$ cat src/rtl/thr_evt_pkg.sv
package thr_evt_pkg;
  typedef enum logic [1:0] {
    CMP_NE = 2'b00,
    CMP_EQ = 2'b01,
    CMP_GE = 2'b10,
    CMP_LT = 2'b11
  } cmp_sel_e;

  typedef struct packed {
    cmp_sel_e sel;
    logic     unit_step;
  } thr_ctl_t;
endpackage

$ cat src/rtl/thr_cfg_reg.sv
module thr_cfg_reg
  import thr_evt_pkg::*;
#(
  parameter int THR_W = 12,
  parameter int THW   = 8
) (
  input  logic             clk_i,
  input  logic             rst_ni,
  input  logic             we_i,
  input  logic [THR_W-1:0] thr_i,
  input  logic [2:0]       ctl_i,
  output logic [THR_W-1:0] thr_o,
  output thr_ctl_t         ctl_o,
  output logic [THR_W-1:0] max_o
);
  localparam logic [THR_W-1:0] MaxThr = (THW == 0) ? '0 : THR_W'((32'd1 << THW) - 32'd1);

  logic [THR_W-1:0] thr_q;
  thr_ctl_t         ctl_q;
  logic [THR_W-1:0] thr_sat;

  // saturate rather than truncate
  assign thr_sat = (thr_i > MaxThr) ? MaxThr : thr_i;

  always_ff @(posedge clk_i or negedge rst_ni) begin
    if (!rst_ni) begin
      thr_q <= '0;
      ctl_q <= '0;
    end else if (we_i) begin
      thr_q <= thr_sat;
      ctl_q <= thr_ctl_t'(ctl_i);
    end
  end

  assign thr_o = thr_q;
  assign ctl_o = ctl_q;
  assign max_o = MaxThr;
endmodule

$ cat src/rtl/thr_qualify.sv
module thr_qualify
  import thr_evt_pkg::*;
#(
  parameter int EVT_W = 8,
  parameter int THR_W = 12
) (
  input  logic [EVT_W-1:0] evt_i,
  input  logic [THR_W-1:0] thr_i,
  input  thr_ctl_t         ctl_i,
  output logic [EVT_W-1:0] inc_o
);
  localparam int CW = (EVT_W > THR_W) ? EVT_W : THR_W;

  logic [CW-1:0] evt_x, thr_x;
  logic          pass;

  assign evt_x = CW'(evt_i);
  assign thr_x = CW'(thr_i);

  always_comb begin
    unique case (ctl_i.sel)
      CMP_NE:  pass = (evt_x != thr_x);
      CMP_EQ:  pass = (evt_x == thr_x);
      CMP_GE:  pass = (evt_x >= thr_x);
      default: pass = (evt_x <  thr_x);
    endcase
  end

  always_comb begin
    if (thr_i == '0)    inc_o = evt_i;
    else if (!pass)     inc_o = '0;
    else if (ctl_i.unit_step) inc_o = EVT_W'(1);
    else                inc_o = evt_i;
  end
endmodule

$ cat src/rtl/thr_accum.sv
module thr_accum #(
  parameter int CNT_W = 64,
  parameter int EVT_W = 8
) (
  input  logic             clk_i,
  input  logic             rst_ni,
  input  logic             en_i,
  input  logic             clr_i,
  input  logic             ovf_clr_i,
  input  logic [EVT_W-1:0] inc_i,
  output logic [CNT_W-1:0] cnt_o,
  output logic             ovf_o
);
  logic [CNT_W-1:0] cnt_q;
  logic             ovf_q;
  logic [CNT_W:0]   sum;
  logic             carry;

  assign sum   = {1'b0, cnt_q} + (CNT_W+1)'(inc_i);
  assign carry = en_i && !clr_i && sum[CNT_W];

  always_ff @(posedge clk_i or negedge rst_ni) begin
    if (!rst_ni) begin
      cnt_q <= '0;
      ovf_q <= 1'b0;
    end else begin
      if (clr_i)     cnt_q <= '0;
      else if (en_i) cnt_q <= sum[CNT_W-1:0];
      // a new carry outranks the clear pulse
      if (carry)          ovf_q <= 1'b1;
      else if (ovf_clr_i) ovf_q <= 1'b0;
    end
  end

  assign cnt_o = cnt_q;
  assign ovf_o = ovf_q;
endmodule

$ cat src/rtl/thr_evt_counter.sv
module thr_evt_counter
  import thr_evt_pkg::*;
#(
  parameter int CNT_W = 64,
  parameter int EVT_W = 8,
  parameter int THR_W = 12,
  parameter int THW   = 8
) (
  input  logic             clk_i,
  input  logic             rst_ni,
  input  logic             cfg_we_i,
  input  logic [THR_W-1:0] cfg_thr_i,
  input  logic [2:0]       cfg_ctl_i,
  input  logic             cnt_en_i,
  input  logic             cnt_clr_i,
  input  logic             ovf_clr_i,
  input  logic [EVT_W-1:0] evt_i,
  output logic [THR_W-1:0] thr_o,
  output logic [2:0]       ctl_o,
  output logic [THR_W-1:0] max_thr_o,
  output logic [31:0]      id_o,
  output logic [CNT_W-1:0] cnt_o,
  output logic             ovf_o
);
  localparam logic [3:0] ThwField = 4'(THW);

  thr_ctl_t         ctl_q;
  logic [EVT_W-1:0] inc;

  thr_cfg_reg #(.THR_W(THR_W), .THW(THW)) i_cfg (
    .clk_i (clk_i),
    .rst_ni(rst_ni),
    .we_i  (cfg_we_i),
    .thr_i (cfg_thr_i),
    .ctl_i (cfg_ctl_i),
    .thr_o (thr_o),
    .ctl_o (ctl_q),
    .max_o (max_thr_o)
  );

  thr_qualify #(.EVT_W(EVT_W), .THR_W(THR_W)) i_qual (
    .evt_i(evt_i),
    .thr_i(thr_o),
    .ctl_i(ctl_q),
    .inc_o(inc)
  );

  thr_accum #(.CNT_W(CNT_W), .EVT_W(EVT_W)) i_acc (
    .clk_i    (clk_i),
    .rst_ni   (rst_ni),
    .en_i     (cnt_en_i),
    .clr_i    (cnt_clr_i),
    .ovf_clr_i(ovf_clr_i),
    .inc_i    (inc),
    .cnt_o    (cnt_o),
    .ovf_o    (ovf_o)
  );

  assign ctl_o = ctl_q;
  assign id_o  = {8'd0, ThwField, 20'd0};
endmodule

$ cat config.mk
export PLATFORM = sky130hd
export DESIGN_NAME = thr_evt_counter
export DESIGN_NICKNAME = d
export VERILOG_FILES = /design/src/rtl/thr_evt_pkg.sv /design/src/rtl/thr_cfg_reg.sv /design/src/rtl/thr_qualify.sv /design/src/rtl/thr_accum.sv /design/src/rtl/thr_evt_counter.sv
export SDC_FILE = /design/constraint.sdc
export NUM_CORES = 1
export LEC_CHECK = 0
export ABC_AREA = 1
export BUFFER_PORTS_ARGS = -buffer_cell sky130_fd_sc_hd__buf_4
export CELL_PAD_IN_SITES_DETAIL_PLACEMENT = 1
export CELL_PAD_IN_SITES_GLOBAL_PLACEMENT = 1
export CORE_MARGIN = 5
export CORE_UTILIZATION = 37
export CTS_CLUSTER_DIAMETER = 60
export DETAILED_ROUTE_END_ITERATION = 6
export HOLD_SLACK_MARGIN = 0.06
export PLACE_DENSITY_LB_ADDON = 0.05
export RECOVER_POWER = 100
export SLEW_MARGIN = 20
export SYNTH_ARGS = -nofsm -noshare
export SYNTH_HDL_FRONTEND = slang
export SYNTH_SLANG_ARGS = --single-unit
$ cat constraint.sdc
create_clock -name clk_i -period 3.2 [get_ports clk_i]
set_input_delay 0.64 -clock clk_i [delete_from_list [all_inputs] [get_ports clk_i]]
set_output_delay 0.64 -clock clk_i [all_outputs]
set_load 0.01 [all_outputs]
### Word-level counts from Yosys, hierarchy flattened

Index checks and enable logic that the tools add are counted.

| cells by class | value |
|---|---|
| add/subtract/negate cells | 1 |
| multipliers | 0 |
| divide/modulo/power cells | 0 |
| order comparisons | 3 |
| equality and inequality tests | 4 |
| shifts and indexed selects | 0 |
| muxes and demuxes | 9 |
| bitwise operators | 0 |
| reductions and logical operators | 7 |

Operator list:

| kind | number |
|---|---|
| $mux 64 | 2 |
| $add 64x8->65 | 1 |
| $mux 8 | 3 |
| $eq 8x12->1 | 1 |
| $ge 8x12->1 | 1 |
| $gt 12x8->1 const B | 1 |
| $logic_not 12->1 | 1 |
| $lt 8x12->1 | 1 |
| $mux 12 | 1 |
| $ne 8x12->1 | 1 |
| $reduce_bool 2->1 | 2 |
| $pmux 1 s3 | 1 |
| $eq 2x1->1 const B | 1 |
| $eq 2x2->1 const B | 1 |
| $logic_and 1x1->1 | 2 |
| $logic_not 2->1 | 1 |
| $mux 1 | 2 |
| $logic_not 1->1 | 1 |

| storage, ports and cells | value |
|---|---|
| flip-flop bits (word level) | 80 |
| bits in latches | 0 |
| memory bits (writable) | 0 |
| memory bits (read-only) | 0 |
| input bits | 29 |
| logic and storage cells | 29 |
| memories | 0 |

### Depth between registers and ports, before layout

| logic depth | value |
|---|---|
| depth in word-level cells | 7 |
| gate-level depth with buffers | 27 |

### Modules after synthesis

From an unflattened synthesis, not the netlist that was laid out.

| second synthesis, totals | value |
|---|---|
| cells, all modules | 1011 |
| area, all modules | 6409.9 um2 |

By module, submodules not included:

| module | instances | cells each | area an instance (um2) |
|---|---|---|---|
| thr_accum | 1 | 812 | 5028.6 |
| thr_cfg_reg | 1 | 92 | 744.5 |
| thr_qualify | 1 | 73 | 389.1 |
| thr_evt_counter | 1 | 34 | 247.7 |

### Least setup slack after synthesis

Ideal clock, no wire load.

| timing | value |
|---|---|
| path kind | input to register |
| from | input evt_i[7] |
| to | register i_acc.cnt_q[8] (netlist: i_acc.cnt_o[8]) |
| library setup time | 132 ps |
| arrival time | 2927 ps |
| setup slack | 141 ps |
| cell stages on the path | 21 |
| path buffers | 0 |
| path through | ha_1 nand4_1 nor2_1 nand2_1 nand3_1 nand2_1 nand2_1 nand3_1 and2_1 ha_1 fa_1 nand2_1 inv_1 nand2_1 nand2_1 nand2_1 nand2_1 nand2_2 inv_1 o21ai_0 a21oi_1 |

| between the ends | value |
|---|---|
| longest elaborated chain between the ends | 7 |
| elaborated cells between the ends (all ways) | 11 |

RTL lines:

| element | RTL line | source |
|---|---|---|
| start, declared | thr_evt_counter.sv:17 | `input logic [EVT_W-1:0] evt_i,` |
| $lt 8x12->1 (tied with other cells) | thr_qualify.sv:25 | `default: pass = (evt_x < thr_x);` |
| $pmux 1 s3 | thr_qualify.sv:21 | `unique case (ctl_i.sel)` |
| $mux 8 | thr_qualify.sv:31 | `else if (!pass) inc_o = '0;` |
| $mux 8 (*) | thr_qualify.sv:30 | `if (thr_i == '0) inc_o = evt_i;` |
| $add 64x8->65 (*) | thr_accum.sv:19 | `assign sum = {1'b0, cnt_q} + (CNT_W+1)'(inc_i);` |
| $mux 64 (*) | thr_accum.sv:28 | `else if (en_i) cnt_q <= sum[CNT_W-1:0];` |
| $mux 64 (*) | thr_accum.sv:27 | `if (clr_i) cnt_q <= '0;` |
| end signal, assigned | thr_accum.sv:28 |  |
| end, declared | thr_accum.sv:14 | `logic [CNT_W-1:0] cnt_q;` |

Every way passes the cells marked *; elsewhere a longest branch is shown, timed or not. The select of a mux whose other input is x is not followed.
A chain may end at the register's enable or synchronous reset.

### Worst setup path in the final report

| timing | value |
|---|---|
| from | register i_cfg.thr_q[4] (netlist: i_cfg.thr_o[4]) |
| to | register i_acc.cnt_q[60] (netlist: i_acc.cnt_o[60]) |

| between the ends | value |
|---|---|
| longest elaborated chain between the ends | 7 |
| elaborated cells between the ends (all ways) | 11 |

RTL lines:

| element | RTL line | source |
|---|---|---|
| start, declared | thr_cfg_reg.sv:18 | `logic [THR_W-1:0] thr_q;` |
| start signal, assigned | thr_cfg_reg.sv:30 | `thr_q <= thr_sat;` |
| $lt 8x12->1 (tied with other cells) | thr_qualify.sv:25 |  |
| $pmux 1 s3 | thr_qualify.sv:21 |  |
| $mux 8 | thr_qualify.sv:31 |  |
| $mux 8 (*) | thr_qualify.sv:30 |  |
| $add 64x8->65 (*) | thr_accum.sv:19 |  |
| $mux 64 (*) | thr_accum.sv:28 |  |
| $mux 64 (*) | thr_accum.sv:27 |  |

Marks and branches as above.

==> flow_metrics.tcl <==
set metrics [dict create \
    root_buffer "clkbuf_16" \
    synth-warning-count 0 \
    ys_seq_elements 80 \
    critPathCaptureType "flop" \
    cellInternalPower_mw 1.96 \
    hold_slack_ns 0.482 \
    global_route.overflow_total 0 \
    grt_setup_unrepaired "yes" \
    portBuffers 108 \
    final.period_utilization_pct 95.8 \
    max_slew.worst_pin.slew_ns 1.23 \
    netlist.area_leader.share_pct 33.3 \
    finalInstanceArea_mm2 0.00780 \
    timing.slew.headroom_pct 18.3 \
    worstSetupPathType "flop to flop" \
    die_x_um 138 \
    cts.clk_slew.worst_paths_ns 0.07 \
    gpl.final_weighted_congestion 0.840 \
    run_status "complete, no violations" \
    antenna_left 0 \
    cap_violations 0 \
    hold_path_class "input port to flop" \
    total_power_mw 2.69 \
    finish.net_count 1124 \
    setup.reg_to_reg.worst_slack_ns 0.14 \
    tritoncts_num_sinks 80 \
    pin_count_of_the_biggest_net_entering_global_routing 46 \
    dpl_wire_length_mm 16.6 \
    detailroute.via_count 6383 \
    critPathLaunch "i_cfg.thr_o[4]" \
    core_ar_mm2 0.0159 \
    drc 0 \
    holdBufCountCts 0 \
    cts-root-to-sink-buffers 2 \
    achievable-frequency_ghz 0.326 \
    dpl_cell_area_mm2 0.00720 \
    aggregate_routed_wire_length_mm 21.6 \
    grtUsageTotal_pct 22.7 \
    power.density_mw_per_mm2 345 \
    critPathArrivalTime_ns 3.35 \
    cts_tree "yes" \
    worst_path_max_delay_cell "dfrtp_1" \
    tritoncts_buffer_count 9 \
    syn-mean-instance-area_um2 6.53 \
    drt_iter0_markers 232 \
    boundaryPins 153 \
    syn_to_final_growth_pct 29.7 \
    ctsHtreeMaxLevel 3 \
    avgViaCountPerCell 4.92 \
    maxSlewViolCount 0 \
    leakage_nw 3.74 \
    critical_path.reg2reg.startpoint "i_cfg.thr_o[4]" \
    comb_power_share_pct 13.7 \
    timing.rr.end "i_acc.cnt_o[60]" \
    worst_r2r_path_depth 23 \
    syn_area_mm2 0.00602 \
    worstPathCellList "inv_2, ha_4, nand4_1, nor2_2, nand2_1, nand3_2, nand2_1, nand2_1, nand3_2, nand2_4, nor2_1, ha_4, nand2_2, nor2_1, nand2_2, nand2_2, buf_4, nand2_2, nor2_4, nand3_2, nand2_1, inv_1, nor2_1" \
    number_of_global_route_vias_before_repair 6609 \
    clock-skew-final_ns 0.00769 \
    grt_first_pass_wirelength_mm 33.7 \
    syn_inst 922 \
    hold-path-cell-count 2 \
    pwr-share-seq_pct 39.2 \
    finalWorstPathRequiredPeriod_ns 3.06 \
    floorplan.die_area_mm2 0.0189 \
    holdCritStartpoint "ovf_clr_i" \
    fp-row-count 46 \
    ys_types 39 \
    stage_delay_of_the_slowest_cell_on_the_critical_path_ns 0.40 \
    insertedDiodeCount 0 \
    finalHoldViolCount 0 \
    netlist_top_cells_area "dfrtp_1 (33%), nand2_1 (17%), nor2_1 (8.7%)" \
    power.ir.vdd_worst_uv 223 \
    wl_per_cell_um 16.6 \
    synth_edf_count 0 \
    die_h_um 138 \
    cp_data_required_time_ns 3.49 \
    switchingPower_uw 734 \
    cell_type_with_the_highest_aggregate_area_in_the_netlist "dfrtp_1" \
    setup_violations 0 \
    synthFlopType "dfrtp_1" \
    drive_gt1_share_pct 21.0 \
    clock_latency_reported_for_the_late_side_of_the_worst_skew_pair_ns 0.35 \
    largest_driver_fanout_on_the_critical_path 7 \
    power.clock.fraction_pct 47.1 \
    hold_end "i_acc.ovf_o" \
    synth_sequential_area_ratio_pct 33.3 \
    switching_part_of_the_total_pct 27.3 \
    drt_pre_antenna_iters 6 \
    async_flop_share_pct 100 \
    critical_path.startpoint_type "flop" \
    initial_core_util_pct 37.7 \
    antenna_found_initial 0 \
]
[metrics by stage]
step           cells  util [%]  setup WS (ns)  TNS, ns
2_1_floorplan    964         -          0.141        0
3_3_place_gp    1270      45.2         -0.364   -11.46
3_5_place_dp    1270      45.2         -0.485   -19.33
4_1_cts         1286      47.6        0.00902        0
5_1_grt         1298      48.9         -0.124    -1.65
6_report        1298      48.9          0.135        0
[power groups by stage]
stage                     clock, mW  combinational [mW]  sequential (mW)
after floorplan                   0               0.182             1.07
after global placement            0               0.300             1.07
after detailed placement          0               0.305             1.07
after CTS                      1.29               0.309             1.05
after global routing           1.33               0.411             1.06
final                          1.27               0.368             1.05
[state kept, by name, indices dropped and copies added, names as in the netlist]
signal / count
i_acc.cnt_o: 64
i_acc.ovf_o: 1
i_cfg.ctl_o: 3
i_cfg.thr_o: 12
[cell usage after synthesis, types with 2 or more instances]
cell type,instances
inv_1,135
o21ai_0,45
clkbuf_1,8
nor2_1,140
nor3_1,9
nand2_1,268
a22o_1,2
a21oi_1,25
nor3b_1,4
nor4_1,2
nand3_2,5
conb_1,2
nand2_2,8
nor2_4,8
buf_4,44
nand3b_1,5
nand4_1,40
nor2_2,7
dfrtp_1,80
nand3_1,49
ha_1,17
buf_1,2
[placed cells by master (no fill, tap or decap), drive strengths merged, types with 2 or more instances in the layout]
cell	n
nand3b	5
a22o	2
ha	17
dfrtp	80
a21oi	25
nand4	40
nor3	9
clkbuf	58
buf	109
nor4	3
nand2	277
bufinv	3
inv	138
conb	44
nor2	155
o21ai	46
nor3b	4
nand3	55
[worst max-delay path, delay by kind of cell, from the launching register on]
kind | cells | cell delay (ns)
buffers and inverters | 3 | 0.23
DFF | 1 | 0.40
and+or+nand+nor | 18 | 1.80
adders and majority gates | 2 | 0.56
[routing by layer]
| metal | routed length [um] | global-route usage [%] | vias to the layer above |
|---|---|---|---|
| met5 | 0 | 0 | - |
| met4 | 201 | 5.49 | 0 |
| met3 | 1020 | 3.73 | 15 |
| met2 | 10800 | 39.2 | 134 |
| met1 | 9540 | 29.7 | 3103 |
| li1 | - | - | 3131 |
[worst max-delay path by stage]
stage	to	slack, ns	cells after the start
floorplan	i_acc.cnt_o[8]	0.14	21
global placement	i_acc.cnt_o[18]	-0.36	22
detailed placement	i_acc.cnt_o[18]	-0.49	22
CTS	i_acc.cnt_o[43]	0.009	21
global route	i_acc.cnt_o[33]	-0.12	23
finish	i_acc.cnt_o[60]	0.14	23
[cell type report]
type | count | area (um^2)
clock inverters | 7 | 126
clock buffers | 9 | 225
repair buffers | 158 | 1050
well taps | 216 | 270
flip-flops and latches | 80 | 2000
fillers | 2156 | 8140
inverters | 136 | 510
multi-input cells | 692 | 3620
[cell families (layout without fill, tap and decap cells)]
logic type | Yosys count | after routing | synth area share [%]
XOR/XNOR | 1 | 1 | 0.146
AND/OR/NAND/NOR | 551 | 551 | 40.8
other | 2 | 44 | 0.125
buffers and inverters | 192 | 310 | 14.9
AO/OA/AOI/OAI | 77 | 77 | 6.68
adder cells (fa/ha/maj) | 18 | 18 | 3.87
flip-flops | 80 | 80 | 33.3
multiplexers | 1 | 1 | 0.187
[repair_timing]
| action | 4_1_cts | 5_1_grt |
|---|---|---|
| gates resized for setup | 7 | 75 |
| buffers inserted | 0 | 12 |
| pin swaps | 0 | 30 |
| endpoints found under the setup margin | 47 | 58 |
(Power assumes the default switching activity.)
